<file path="config.mk">
export PLATFORM = sky130hd
export DESIGN_NAME = ddr_rd_serializer
export DESIGN_NICKNAME = d
export VERILOG_FILES = /design/src/rtl/ddr_rd_pkg.sv /design/src/rtl/ddr_rd_rst_sync.sv /design/src/rtl/ddr_rd_phase.sv /design/src/rtl/ddr_rd_pipe.sv /design/src/rtl/ddr_rd_out.sv /design/src/rtl/ddr_rd_serializer.sv
export SDC_FILE = /design/constraint.sdc
export NUM_CORES = 1
export LEC_CHECK = 0
export ABC_CLOCK_PERIOD_IN_PS = 6600
export BUFFER_PORTS_ARGS = -buffer_cell sky130_fd_sc_hd__buf_4
export CAP_MARGIN = 20
export CORE_UTILIZATION = 60
export CTS_CLUSTER_SIZE = 14
export DETAILED_ROUTE_END_ITERATION = 7
export PLACE_DENSITY = 0.76
export SLEW_MARGIN = 20
export SYNTH_ARGS = -nofsm -noshare
export SYNTH_HDL_FRONTEND = slang
export SYNTH_SLANG_ARGS = --single-unit
</file>
<file path="constraint.sdc">
create_clock -name clk -period 6.6 [get_ports clk]
set_input_delay 1.32 -clock clk [delete_from_list [all_inputs] [get_ports clk]]
set_output_delay 1.32 -clock clk [all_outputs]
set_load 0.03 [all_outputs]
</file>
<file path="src/rtl/ddr_rd_pkg.sv">
package ddr_rd_pkg;

  localparam int TICK_W = 4;

  typedef logic [TICK_W-1:0] tick_t;

  typedef enum logic [1:0] {
    BK_IDLE   = 2'd0,
    BK_PRE    = 2'd1,
    BK_FIRST  = 2'd2,
    BK_SECOND = 2'd3
  } beat_kind_e;

  // Half-clock ticks between acceptance and the first beat.
  function automatic tick_t code_to_ticks(input int unsigned code);
    return tick_t'(code + 3);
  endfunction

endpackage

</file>
<file path="src/rtl/ddr_rd_rst_sync.sv">
module ddr_rd_rst_sync #(
  parameter int STAGES = 2
) (
  input  logic clk,
  input  logic rst_n,
  output logic rst_int_n
);

  logic [STAGES-1:0] sync_q;
  logic [STAGES-1:0] sync_d;

  always_comb begin
    sync_d = {sync_q[STAGES-2:0], 1'b1};
  end

  always_ff @(posedge clk or negedge rst_n) begin
    if (!rst_n) begin
      sync_q <= '0;
    end else begin
      sync_q <= sync_d;
    end
  end

  assign rst_int_n = sync_q[STAGES-1];

endmodule

</file>
<file path="src/rtl/ddr_rd_phase.sv">
module ddr_rd_phase (
  input  logic clk,
  input  logic rst_int_n,
  input  logic rd_issue,
  output logic ck_hi,
  output logic accept
);

  logic ph_q;
  logic ph_d;

  always_comb begin
    ph_d = ~ph_q;
  end

  always_ff @(posedge clk or negedge rst_int_n) begin
    if (!rst_int_n) begin
      ph_q <= 1'b0;
    end else begin
      ph_q <= ph_d;
    end
  end

  // ph_q low before an edge marks that edge as a rising clock edge.
  assign accept = rd_issue & ~ph_q;
  assign ck_hi  = ph_q;

endmodule

</file>
<file path="src/rtl/ddr_rd_pipe.sv">
module ddr_rd_pipe
  import ddr_rd_pkg::*;
#(
  parameter int BEAT_W = 8,
  parameter int SEL_W  = 2
) (
  input  logic                  clk,
  input  logic                  rst_int_n,
  input  logic                  accept,
  input  logic [SEL_W-1:0]      lat_sel,
  input  logic [2*BEAT_W-1:0]   core_word,
  output beat_kind_e            kind,
  output logic [BEAT_W-1:0]     beat_word
);

  localparam int MAX_TICKS = (1 << SEL_W) + 2;
  localparam int DEPTH     = MAX_TICKS + 1;
  localparam int WORD_W    = 2 * BEAT_W;

  logic [DEPTH-1:0]  v_q;
  logic [DEPTH-1:0]  v_d;
  tick_t             lat_q [DEPTH];
  tick_t             lat_d [DEPTH];
  logic [WORD_W-1:0] w_q   [DEPTH];
  logic [WORD_W-1:0] w_d   [DEPTH];
  logic              shift_en;

  logic [DEPTH-1:0]  first_hit;
  logic [DEPTH-1:0]  second_hit;
  logic [DEPTH-1:0]  pre_hit;

  // Slot 0 takes a new read; each tick every slot moves one step on.
  always_comb begin
    shift_en = accept | (|v_q);
    v_d[0]   = accept;
    lat_d[0] = accept ? code_to_ticks(int'(lat_sel)) : '0;
    w_d[0]   = accept ? core_word : '0;
    for (int j = 1; j < DEPTH; j++) begin
      v_d[j]   = v_q[j-1];
      lat_d[j] = lat_q[j-1];
      w_d[j]   = w_q[j-1];
    end
  end

  always_ff @(posedge clk or negedge rst_int_n) begin
    if (!rst_int_n) begin
      v_q <= '0;
      for (int j = 0; j < DEPTH; j++) begin
        lat_q[j] <= '0;
        w_q[j]   <= '0;
      end
    end else if (shift_en) begin
      v_q <= v_d;
      for (int j = 0; j < DEPTH; j++) begin
        lat_q[j] <= lat_d[j];
        w_q[j]   <= w_d[j];
      end
    end
  end

  // Per-slot due tests: a slot at index j has aged j+1 ticks at the next edge.
  for (genvar j = 0; j < DEPTH; j++) begin : g_slot
    assign first_hit[j]  = v_q[j] && (lat_q[j] == tick_t'(j + 1));
    assign second_hit[j] = v_q[j] && (lat_q[j] == tick_t'(j));
    assign pre_hit[j]    = v_q[j] && (lat_q[j] == tick_t'(j + 2));
  end

  logic [BEAT_W-1:0] lo_mux;
  logic [BEAT_W-1:0] hi_mux;

  always_comb begin
    lo_mux = '0;
    hi_mux = '0;
    for (int j = 0; j < DEPTH; j++) begin
      lo_mux = lo_mux | ({BEAT_W{first_hit[j]}}  & w_q[j][BEAT_W-1:0]);
      hi_mux = hi_mux | ({BEAT_W{second_hit[j]}} & w_q[j][WORD_W-1:BEAT_W]);
    end
    if (|first_hit) begin
      kind      = BK_FIRST;
      beat_word = lo_mux;
    end else if (|second_hit) begin
      kind      = BK_SECOND;
      beat_word = hi_mux;
    end else if (|pre_hit) begin
      kind      = BK_PRE;
      beat_word = '0;
    end else begin
      kind      = BK_IDLE;
      beat_word = '0;
    end
  end

endmodule

</file>
<file path="src/rtl/ddr_rd_out.sv">
module ddr_rd_out
  import ddr_rd_pkg::*;
#(
  parameter int BEAT_W = 8
) (
  input  logic              clk,
  input  logic              rst_int_n,
  input  beat_kind_e        kind,
  input  logic [BEAT_W-1:0] beat_word,
  output logic [BEAT_W-1:0] beat_dat,
  output logic              beat_vld,
  output logic              dqs_oe,
  output logic              dqs_lvl
);

  logic [BEAT_W-1:0] dat_q, dat_d;
  logic              vld_q, vld_d;
  logic              oe_q, oe_d;
  logic              lvl_q, lvl_d;
  logic              upd_en;

  always_comb begin
    dat_d = '0;
    vld_d = 1'b0;
    oe_d  = 1'b0;
    lvl_d = 1'b0;
    unique case (kind)
      BK_FIRST: begin
        dat_d = beat_word;
        vld_d = 1'b1;
        oe_d  = 1'b1;
        lvl_d = 1'b1;
      end
      BK_SECOND: begin
        dat_d = beat_word;
        vld_d = 1'b1;
        oe_d  = 1'b1;
      end
      BK_PRE: begin
        oe_d = 1'b1;
      end
      default: begin
      end
    endcase
    upd_en = oe_d | oe_q;
  end

  always_ff @(posedge clk or negedge rst_int_n) begin
    if (!rst_int_n) begin
      dat_q <= '0;
      vld_q <= 1'b0;
      oe_q  <= 1'b0;
      lvl_q <= 1'b0;
    end else if (upd_en) begin
      dat_q <= dat_d;
      vld_q <= vld_d;
      oe_q  <= oe_d;
      lvl_q <= lvl_d;
    end
  end

  assign beat_dat = dat_q;
  assign beat_vld = vld_q;
  assign dqs_oe   = oe_q;
  assign dqs_lvl  = lvl_q;

endmodule

</file>
<file path="src/rtl/ddr_rd_serializer.sv">
module ddr_rd_serializer
  import ddr_rd_pkg::*;
#(
  parameter int BEAT_W = 8,
  parameter int SEL_W  = 2
) (
  input  logic                clk,
  input  logic                rst_n,
  input  logic                rd_issue,
  input  logic [SEL_W-1:0]    lat_sel,
  input  logic [2*BEAT_W-1:0] core_word,
  output logic                ck_hi,
  output logic [BEAT_W-1:0]   beat_dat,
  output logic                beat_vld,
  output logic                dqs_oe,
  output logic                dqs_lvl
);

  logic              rst_int_n;
  logic              accept;
  beat_kind_e        kind;
  logic [BEAT_W-1:0] beat_word;

  ddr_rd_rst_sync #(.STAGES(2)) u_rst (
    .clk       (clk),
    .rst_n     (rst_n),
    .rst_int_n (rst_int_n)
  );

  ddr_rd_phase u_phase (
    .clk       (clk),
    .rst_int_n (rst_int_n),
    .rd_issue  (rd_issue),
    .ck_hi     (ck_hi),
    .accept    (accept)
  );

  ddr_rd_pipe #(.BEAT_W(BEAT_W), .SEL_W(SEL_W)) u_pipe (
    .clk       (clk),
    .rst_int_n (rst_int_n),
    .accept    (accept),
    .lat_sel   (lat_sel),
    .core_word (core_word),
    .kind      (kind),
    .beat_word (beat_word)
  );

  ddr_rd_out #(.BEAT_W(BEAT_W)) u_out (
    .clk       (clk),
    .rst_int_n (rst_int_n),
    .kind      (kind),
    .beat_word (beat_word),
    .beat_dat  (beat_dat),
    .beat_vld  (beat_vld),
    .dqs_oe    (dqs_oe),
    .dqs_lvl   (dqs_lvl)
  );

endmodule

</file>
==> impl_metrics.csv <==
group,metric,value,unit
run_status,outcome,"complete, no violations",
sta,fin_setup_tns,0,ns
synth,ys_seq_area_share,58.6,%
placed_design,post-place-cells,831,
grt,grt-ovfl-total,0,
floorplan,start_util,62.8,%
hold_path,hold_class,"reg -> reg",
cts,cts_max_path_buffers,2,
worst_setup_path,cp-end-kind,"register",
grt,grt_max_degree,98,
floorplan,die_w,107,um
worst_setup_path,required,7.06,ns
synth,async_reset_ff_share,100,%
floorplan,fp-row-count,37,
synth,yosysWarnings,0,
sta,finalCriticalPeriod,2.75,ns
cts,cts_root_buffer,"clkbuf_8",
synth,synth_xor_area_share,0,%
synth,synth_compound_area_share,9.69,%
detailed_routing,viasPerCell,5.91,
cts,cts_sinks,154,
sta,rsz0062_at_grt,"no",
synth,ys_types,40,
sta,setup_viol,0,
sta,skew,0.00774,ns
floorplan,dieHeight,107,um
grt,antenna_found_initial,0,
sta,drv_slew,0,
floorplan,dieArea,11400,sq um
synth,syn-cell-area,6570,sq um
synth,synth_edf_count,0,
grt,grt_pass1_wl,24.9,mm
sta,post-route-period-util,41.6,%
cts,clk_latency,0.53,ns
detailed_routing,drcViolationCount,0,
synth,synthMuxAreaShare,0,%
floorplan,core-area,10500,sq um
synth,synth_top_family_by_area,"simple AND/OR/NAND/NOR gates",
synth,synth_simple_gate_area_share,27.7,%
cts,cts_max_level,4,
detailed_routing,dr_total_vias,5080,
placed_design,place_hpwl,9.19,mm
finish,drive_gt1_share,11.7,%
worst_setup_path,crit_fanout,97,
job,maxCapViolations,0,
synth,syn_area_per_cell,9.34,sq um
synth,syn-num-nets,726,
pwr,leakagePower,3.88,nW
sta,max_freq,0.364,GHz
sta,worst_pin_slew,0.967,ns
cts,cts_tree,"yes",
detailed_routing,ant_nets,0,
pwr,ir_worst_vdd,0.263,mV
synth,synthFlopType,"dfrtp_1",
synth,synthAdderAreaFrac,0.190,%
worst_setup_path,cp-start-kind,"input port",
finish,area.growth.synth_to_final,12.6,%
cts,cts_resized,0,
worst_setup_path,path_class,"in -> reg",
finish,nets,736,
cts,cts_buffers,17,
detailed_routing,drt_iter0_drc,458,
finish,diodes,0,
cts,postCtsSetupBuffers,0,
cts,path_clk_slew,0.06,ns
floorplan,ioPinCount,33,
grt,grt_pass1_vias,4868,
grt,grt_use_total,28.9,%
finish,n_fill_cell,812,
detailed_routing,dr.pass1.iters,6,
pwr,power_density,293,nW/um^2
synth,yosys_register_bits,154,
synth,netlist_instances,704,
cts,holdBufCountCts,0,
sta,slew_headroom,35.5,%
worst_setup_path,ff2ff_path_depth,4,
pwr,p_total,2.17,mW
hold_path,holdPathStages,0,
sta,timing_hold_violations_final,0,
detailed_routing,drt-total-wl,15.0,mm
placed_design,gp_congestion,0.780,
finish,final_util,70.7,%
finish,final-instance-count-excl-fill,860,
placed_design,port_buffers,32,
detailed_routing,wl_per_cell,17.4,um
worst_setup_path,arrival,3.21,ns
==> metal layers <==
| metal | vias up | share of wire [%] | track usage [%] | wire length, um |
|---|---|---|---|---|
| met5 | - | 0 | 0 | 0 |
| met4 | 0 | 2.2 | 11.2 | 335 |
| met3 | 28 | 7.7 | 7.54 | 1160 |
| met2 | 176 | 47 | 43.3 | 7020 |
| met1 | 2489 | 43 | 40.7 | 6450 |
| li1 | 2387 | - | - | - |
==> state kept, by name, indices dropped and copies added (netlist names) <==
signal	flops
u_out.beat_dat	8
u_pipe.v_q	7
u_pipe.w_d	96
u_pipe.lat_q	3
u_out.beat_vld	1
u_phase.ck_hi	1
u_pipe.w_q	16
u_out.dqs_oe	1
u_rst.sync_q	2
u_out.dqs_lvl	1
u_pipe.lat_d	18
==> cell families (layout without fill, tap and decap cells) <==
logic type,after synthesis,count (layout)
AND/OR/NAND/NOR,414,414
flip-flops,154,154
AO/OA/AOI/OAI,77,77
buffers and inverters,57,77
adder cells (fa/ha/maj),1,1
other,1,1
==> synthesized netlist by cell type, drive strengths merged (6+ instances only) <==
cell | number | share of area, %
and4b | 7 | 1.1
nand3 | 16 | 1.2
a221oi | 8 | 1.1
a31oi | 8 | 0.76
a222oi | 16 | 2.4
inv | 6 | 0.34
nand2 | 355 | 20
nor4 | 10 | 1.4
a22o | 16 | 2.1
dfrtp | 154 | 59
a22oi | 24 | 2.7
buf | 11 | 1.1
clkbuf | 39 | 2.2
==> worst paths after layout <==
path	from	endpoint	slack, ns
worst min-delay path	u_rst.sync_q[0]$_DFF_PN0_	u_rst.sync_q[1]$_DFF_PN0_	0.35
worst min register to register	u_rst.sync_q[0]$_DFF_PN0_	u_rst.sync_q[1]$_DFF_PN0_	0.35
min in group asynchronous	u_rst.sync_q[1]$_DFF_PN0_	u_pipe.w_d[42]$_DFFE_PN0P_	0.41
worst max register to register	u_pipe.v_q[1]$_DFFE_PN0P_	u_pipe.w_d[87]$_DFFE_PN0P_	4.14
max in group asynchronous	u_rst.sync_q[1]$_DFF_PN0_	u_out.dqs_oe$_DFFE_PN0P_	4.94
worst max-delay path	rd_issue	u_pipe.w_d[87]$_DFFE_PN0P_	3.85
==> where the power goes <==
| group | switching, mW | internal [mW] |
|---|---|---|
| sequential | 0.0535 | 1.01 |
| combinational | 0.126 | 0.0757 |
| clock | 0.363 | 0.548 |
| total | 0.543 | 1.63 |
==> final cells by class <==
type	count	area [sq um]	share of cell area, %
multi-input combinational	493	2490	33.6
tap	136	170	2.30
sequential	154	3860	52.1
clock inverter	9	100	1.35
timing repair buffer	41	312	4.21
inverter	7	26.3	0.355
clock buffer	20	445	6.02
==> worst max-delay path: stages <==
cell	delay (ns)
buf_4	0.11
nand2_1	0.13
and4_4	0.53
buf_4	0.82
a22o_1	0.24
==> placed cells by master (no fill, tap or decap), types with 3 or more instances in the layout <==
cell type | synthesis | layout
a221oi_1 | 8 | 8
nand3_1 | 16 | 16
nor3_1 | 3 | 3
and4b_1 | 7 | 7
buf_4 | 1 | 40
clkbuf_8 | 0 | 3
nor4bb_1 | 5 | 3
nand2_1 | 354 | 354
a222oi_1 | 16 | 16
o21ai_0 | 3 | 3
a22oi_1 | 24 | 24
inv_1 | 5 | 5
a31oi_1 | 8 | 8
dfrtp_1 | 154 | 153
clkbuf_16 | 0 | 16
nor4_1 | 8 | 8
a22o_1 | 16 | 16
clkinv_2 | 0 | 5
==> through the flow <==
| stage | area [sq um] | setup WS [ns] | hold WS (ns) |
|---|---|---|---|
| 4_1_cts | 7400 | 3.90 | 0.351 |
| 2_1_floorplan | 6570 | 1.99 | 0.331 |
| 3_5_place_dp | 6850 | 3.35 | 0.340 |
| 3_3_place_gp | 6850 | 3.41 | 0.338 |
| 5_1_grt | 7400 | 3.69 | 0.372 |
| 6_report | 7400 | 3.85 | 0.348 |
Power figures use the tool's default switching activity.
